[config.mk]
export PLATFORM = sky130hd
export DESIGN_NAME = timebase_decrementer
export DESIGN_NICKNAME = d
export VERILOG_FILES = /design/src/rtl/tbd_pkg.sv /design/src/rtl/tbd_counter.sv /design/src/rtl/tbd_decr.sv /design/src/rtl/tbd_irq_ctl.sv /design/src/rtl/timebase_decrementer.sv
export SDC_FILE = /design/constraint.sdc
export NUM_CORES = 1
export LEC_CHECK = 0
export BUFFER_PORTS_ARGS = -buffer_cell sky130_fd_sc_hd__buf_4
export CORE_MARGIN = 3
export CORE_UTILIZATION = 45
export CTS_BUF_LIST = sky130_fd_sc_hd__clkbuf_2
export CTS_CLUSTER_DIAMETER = 200
export DETAILED_ROUTE_END_ITERATION = 10
export PLACE_DENSITY = 0.7
export REMOVE_ABC_BUFFERS = 1
export SETUP_SLACK_MARGIN = 0.1
export SLEW_MARGIN = 20
export SYNTH_ARGS = -nofsm -noshare
export SYNTH_HDL_FRONTEND = slang
export SYNTH_SLANG_ARGS = --single-unit
[constraint.sdc]
create_clock -name clk -period 3.5 [get_ports clk]
set_clock_uncertainty 0.15 [all_clocks]
set_input_delay 0.175 -clock clk [delete_from_list [all_inputs] [get_ports clk]]
set_output_delay 0.175 -clock clk [all_outputs]
set_load 0.01 [all_outputs]
[src/rtl/tbd_pkg.sv]
package tbd_pkg;
  typedef enum logic [1:0] {
    RA_TB_LO = 2'd0,
    RA_TB_HI = 2'd1,
    RA_DEC   = 2'd2,
    RA_NONE  = 2'd3
  } reg_addr_e;
endpackage

[src/rtl/tbd_counter.sv]
module tbd_counter #(
  parameter int HALF_W = 32,
  localparam int CNT_W = 2 * HALF_W
) (
  input  logic              clk,
  input  logic              rst,
  input  logic              run,
  input  logic              wr_lo,
  input  logic              wr_hi,
  input  logic [HALF_W-1:0] wdata,
  output logic [CNT_W-1:0]  count
);
  always_ff @(posedge clk) begin
    if (rst) begin
      count <= '0;
    end else if (wr_lo) begin
      count[HALF_W-1:0] <= wdata;
    end else if (wr_hi) begin
      count[CNT_W-1:HALF_W] <= wdata;
    end else if (run) begin
      count <= count + 1'b1;
    end
  end
endmodule

[src/rtl/tbd_decr.sv]
module tbd_decr #(
  parameter int DEC_W = 32
) (
  input  logic             clk,
  input  logic             rst,
  input  logic             tick,
  input  logic             sat,
  input  logic             wr,
  input  logic [DEC_W-1:0] wdata,
  output logic [DEC_W-1:0] value,
  output logic             msb_nxt,
  output logic             wrap_evt,
  output logic             wr_raise
);
  localparam logic [DEC_W-1:0] ONE = DEC_W'(1);
  logic [DEC_W-1:0] nxt;

  always_comb begin
    nxt = value;
    if (wr) begin
      nxt = wdata;
    end else if (tick) begin
      if (sat && value == '0) nxt = value;
      else                    nxt = value - ONE;
    end
  end

  assign msb_nxt  = nxt[DEC_W-1];
  assign wrap_evt = !wr && tick && (sat ? (value == ONE) : (value == '0));
  assign wr_raise = wr && ((wdata <= ONE) || (wdata[DEC_W-1] && !value[DEC_W-1]));

  always_ff @(posedge clk) begin
    if (rst) value <= '1;
    else     value <= nxt;
  end
endmodule

[src/rtl/tbd_irq_ctl.sv]
module tbd_irq_ctl (
  input  logic clk,
  input  logic rst,
  input  logic level,
  input  logic ack,
  input  logic wrap_evt,
  input  logic wr_raise,
  input  logic msb_nxt,
  output logic irq
);
  logic flag_q, flag_nxt;

  always_comb begin
    if (level) flag_nxt = 1'b0;
    else       flag_nxt = wrap_evt | wr_raise | (flag_q & ~ack);
  end

  always_ff @(posedge clk) begin
    if (rst) begin
      flag_q <= 1'b0;
      irq    <= 1'b0;
    end else begin
      flag_q <= flag_nxt;
      irq    <= level ? msb_nxt : flag_nxt;
    end
  end
endmodule

[src/rtl/timebase_decrementer.sv]
module timebase_decrementer #(
  parameter int DATA_W = 32,
  localparam int TB_W = 2 * DATA_W
) (
  input  logic              clk,
  input  logic              rst,
  input  logic              tick,
  input  logic              freeze,
  input  logic              level_mode,
  input  logic              sat_mode,
  input  logic              irq_ack,
  input  logic              reg_valid,
  input  logic              reg_write,
  input  logic [1:0]        reg_addr,
  input  logic [DATA_W-1:0] reg_wdata,
  output logic [DATA_W-1:0] reg_rdata,
  output logic [TB_W-1:0]   alt_count,
  output logic              dec_irq
);
  import tbd_pkg::*;

  localparam int N_TB = 2;

  logic wr_lo, wr_hi, wr_dec, rd_req;
  logic tb_run;
  logic [TB_W-1:0] tb_cnt [N_TB];
  logic [TB_W-1:0] tb_main;
  logic [DATA_W-1:0] dec_val;
  logic dec_msb_nxt, dec_wrap, dec_wr_raise;
  logic [DATA_W-1:0] rd_mux;

  assign wr_lo  = reg_valid && reg_write && (reg_addr == RA_TB_LO);
  assign wr_hi  = reg_valid && reg_write && (reg_addr == RA_TB_HI);
  assign wr_dec = reg_valid && reg_write && (reg_addr == RA_DEC);
  assign rd_req = reg_valid && !reg_write;
  assign tb_run = tick && !freeze;

  // index 0: software-visible time base, index 1: alternate time base
  for (genvar g = 0; g < N_TB; g++) begin : g_tb
    tbd_counter #(.HALF_W(DATA_W)) u_cnt (
      .clk   (clk),
      .rst   (rst),
      .run   (tb_run),
      .wr_lo (g == 0 ? wr_lo : 1'b0),
      .wr_hi (g == 0 ? wr_hi : 1'b0),
      .wdata (reg_wdata),
      .count (tb_cnt[g])
    );
  end

  assign tb_main   = tb_cnt[0];
  assign alt_count = tb_cnt[1];

  tbd_decr #(.DEC_W(DATA_W)) u_decr (
    .clk      (clk),
    .rst      (rst),
    .tick     (tick),
    .sat      (sat_mode),
    .wr       (wr_dec),
    .wdata    (reg_wdata),
    .value    (dec_val),
    .msb_nxt  (dec_msb_nxt),
    .wrap_evt (dec_wrap),
    .wr_raise (dec_wr_raise)
  );

  tbd_irq_ctl u_irq (
    .clk      (clk),
    .rst      (rst),
    .level    (level_mode),
    .ack      (irq_ack),
    .wrap_evt (dec_wrap),
    .wr_raise (dec_wr_raise),
    .msb_nxt  (dec_msb_nxt),
    .irq      (dec_irq)
  );

  always_comb begin
    case (reg_addr)
      RA_TB_LO: rd_mux = tb_main[DATA_W-1:0];
      RA_TB_HI: rd_mux = tb_main[TB_W-1:DATA_W];
      RA_DEC:   rd_mux = dec_val;
      default:  rd_mux = '0;
    endcase
  end

  always_ff @(posedge clk) begin
    if (rst)         reg_rdata <= '0;
    else if (rd_req) reg_rdata <= rd_mux;
  end
endmodule

==> results.toml <==
[status]
status = "complete, no violations"

[route]
ant_nets = 0
drc = 0
drt_first_iter_violations = 1266
drtPass1Iterations = 5
wl_per_cell_um = 19.85
viasPerCell = 6.345
routed_wl_um = 37870
num_vias = 12110

[flow_run]
cap_violations = 0

[sta]
finalHoldViolCount = 0
drv_slew = 0
finalSetupTns_ns = 0
period_minus_slack_ns = 3.237
tightest_slew_ns = 0.8826
relSlewSlack_pct = 40.62
rsz0062_at_grt = "no"
setup-violations-final = 0
clock.fmax_mhz = 309.0
post-route-period-util_pct = 92.48

[setup_path]
crit_chain = "nor4_1 -> nand4_1 -> o21ai_0 -> o41ai_1 -> a31oi_1 -> dlygate4sd3_1"
crit_arrival_ns = 3.83
path_class = "reg2reg"
ff2ff_path_depth = 6
critPathBufInv = 1
path_max_fanout = 5
worstPathRequired_ns = 4.09
end_kind = "register"
worstReg2RegEnd = "u_decr.value[21]$_SDFFE_PP1P_"
r2r_slack_ns = 0.26
cp_top_family = "compound AO/OA/AOI/OAI gates"
crit_slowest_cell = "o21ai_0"
r2r_start = "u_decr.value[30]$_SDFFE_PP1P_"
start_kind = "register"
critical_path.max_stage_delay_ns = 0.71

[layout]
register_area_mm2 = 0.003884
layout.cells.non_filler = 1908
layout_commonest_cell = "dfxtp_1"
multiInputGateArea_mm2 = 0.006670
area_growth_pct = 20.78
drive_gt1_share_pct = 14.55
final_cell_mix = "dfxtp_1, nor2_1, buf_4, nand2_1, nand3_1"
finalNetCount = 1623
n_fill_cell = 2215

[yosys]
synth_area_per_cell_um2 = 7.786
seq_area_frac_synth_pct = 35.30
synth_area_mm2 = 0.01100
synth_cell_types = 60
ys_dominant_reg_cell = "dfxtp_1"
synth_edf_count = 0
synthTopCellsByArea = "dfxtp_1, nor2_1, a211oi_1"
yosys_register_bits = 194
yosysTopAreaCellShare_pct = 35.30
yosys.area.top_type = "dfxtp_1"
synthArstFlopShare_pct = 0
synthCells = 1413
ys.warnings.count = 0

[clock_network]
clockRootBuffer = "clkbuf_2"
path_clk_slew_ns = 0.30
numCtsBuffers = 17
clk_latency_ns = 0.80
cts_buffer_depth = 2
htree_levels = 4
cts_tree = "yes"
cts_resized = 0
clock_sinks = 194

[global_routing]
grt_max_degree = 73
grt_pass1_wl_um = 60420
antenna_found_initial = 1
grt_use_total_pct = 28.17
overflow = 0
grt_pass1_vias = 11200

[floorplanning]
start_util_pct = 46.32
row_count = 56
die_h_um = 162.4
io_pins = 140
die_x_um = 162.4
core_mm2 = 0.02375
dieArea_mm2 = 0.02636

[worst_hold_path]
worst_hold_path.endpoint = "u_decr.value[26]$_SDFFE_PP1P_"
worst_hold_startpoint = "reg_wdata[26]"
hold_class = "in2reg"
hold_path_depth = 4

[power_and_ir_drop]
pwr-share-clk_pct = 31.2
power_density_mw_per_mm2 = 312.7
irDropWorstVdd_uv = 223.9
power_switching_uw = 1237
pwr-share-seq_pct = 56.6
internal_power_uw = 2919
comb_power_share_pct = 12.2
p_leak_uw = 0.004524
switching_share_pct = 29.76

[placement]
dp_hpwl_um = 27120
gp_congestion = 0.9393
dp.cells = 1807
numPortBuffers = 139
-- layout make-up --
class | count | share of cell area, %
Timing Repair Buffer | 242 | 14.96
Antenna cell | 1 | 0.01883
Clock inverter | 15 | 1.469
Multi-Input combinational cell | 1103 | 50.20
Clock buffer | 17 | 0.6403
Sequential cell | 194 | 29.23
Tap cell | 319 | 3.004
Inverter | 17 | 0.4802
-- cells by family after synthesis --
group	count (synthesis)	share of synthesized area, %
DFF	194	35.30
AOI/OAI and AO/OA	283	17.65
xor gates and xnor gates	59	4.697
buffers and inverters	116	4.174
muxes	35	3.218
adders and majority gates	5	0.5686
and+or+nand+nor	721	34.39
-- Yosys cell counts, types with 8 or more instances --
cell	instances
dfxtp_1	194
nor2_1	186
nand2_1	111
clkbuf_1	85
nand3_1	74
a21oi_1	70
a211oi_1	63
nor3_1	63
nor4_1	62
nand4_1	61
xor2_1	34
mux2i_1	32
or4_1	31
or3_1	30
a31oi_1	26
and4_1	26
o31ai_1	25
xnor2_1	25
and3_1	22
o21ai_0	22
inv_1	17
o211ai_1	14
and2_1	12
a2111oi_0	11
buf_1	10
o311ai_0	9
a311oi_1	8
-- worst min-delay path, cell delays in order --
cell	delay (ns)
dlygate4sd3_1	0.53
buf_4	0.15
nand2_1	0.05
o211ai_1	0.08
-- timing repair --
action / in CTS / in global routing
hold buffers: 67 / 0
endpoints found under the setup margin: 0 / 3
buffers inserted: 0 / 1
hold endpoints to repair: 147 / 0
-- power groups by stage --
stage / sequential (µW) / clock (µW) / combinational [µW]
floorplan: 2380 / 0 / 195
global placement: 2380 / 0 / 448
detailed placement: 2390 / 0 / 450
CTS: 2350 / 1320 / 498
global route: 2360 / 1410 / 547
finish: 2350 / 1300 / 507
-- per-layer routing --
layer / wire length, µm / vias to the layer above / track usage [%]
met5: 0 / - / 0
met4: 1282 / 0 / 9.849
met3: 3431 / 93 / 5.010
met2: 16860 / 610 / 44.18
met1: 16290 / 5712 / 39.10
li1: - / 5691 / -
-- worst max path at each step --
stage                                              from                                   end  slack (ns)  cells after the start
floorplan                                     reg_write             reg_rdata[0]$_SDFFE_PP0P_        0.65                      2
global placement          u_decr.value[16]$_SDFFE_PP1P_                  u_irq.irq$_SDFF_PP0_        0.61                      5
detailed placement        u_decr.value[16]$_SDFFE_PP1P_                  u_irq.irq$_SDFF_PP0_        0.54                      5
CTS                 g_tb[0].u_cnt.count[6]$_SDFFE_PP0P_  g_tb[0].u_cnt.count[40]$_SDFFE_PP0P_        0.23                      6
global route        g_tb[0].u_cnt.count[6]$_SDFFE_PP0P_  g_tb[0].u_cnt.count[40]$_SDFFE_PP0P_        0.11                      6
finish                    u_decr.value[30]$_SDFFE_PP1P_         u_decr.value[21]$_SDFFE_PP1P_        0.26                      6
-- state kept, by name, summed over array words and instances (netlist names) --
signal,count
u_decr.value,32
u_irq.flag_q,1
reg_rdata,32
g_tb.u_cnt.count,128
u_irq.irq,1
-- metrics by stage --
step	setup WS, ns	cell area [µm²]	total power (µW)	util (%)	hold slack (ns)
global placement	0.6141	12330	2831	51.90	0.3114
global route	0.1119	13290	4317	55.94	0.02080
floorplan	0.6536	10610	2575	-	0.09407
detailed placement	0.5429	12330	2835	51.90	0.3215
CTS	0.2296	13280	4168	55.90	0.02518
finish	0.2632	13290	4156	55.94	0.06630
No activity file was read; power rests on OpenSTA's default activity.
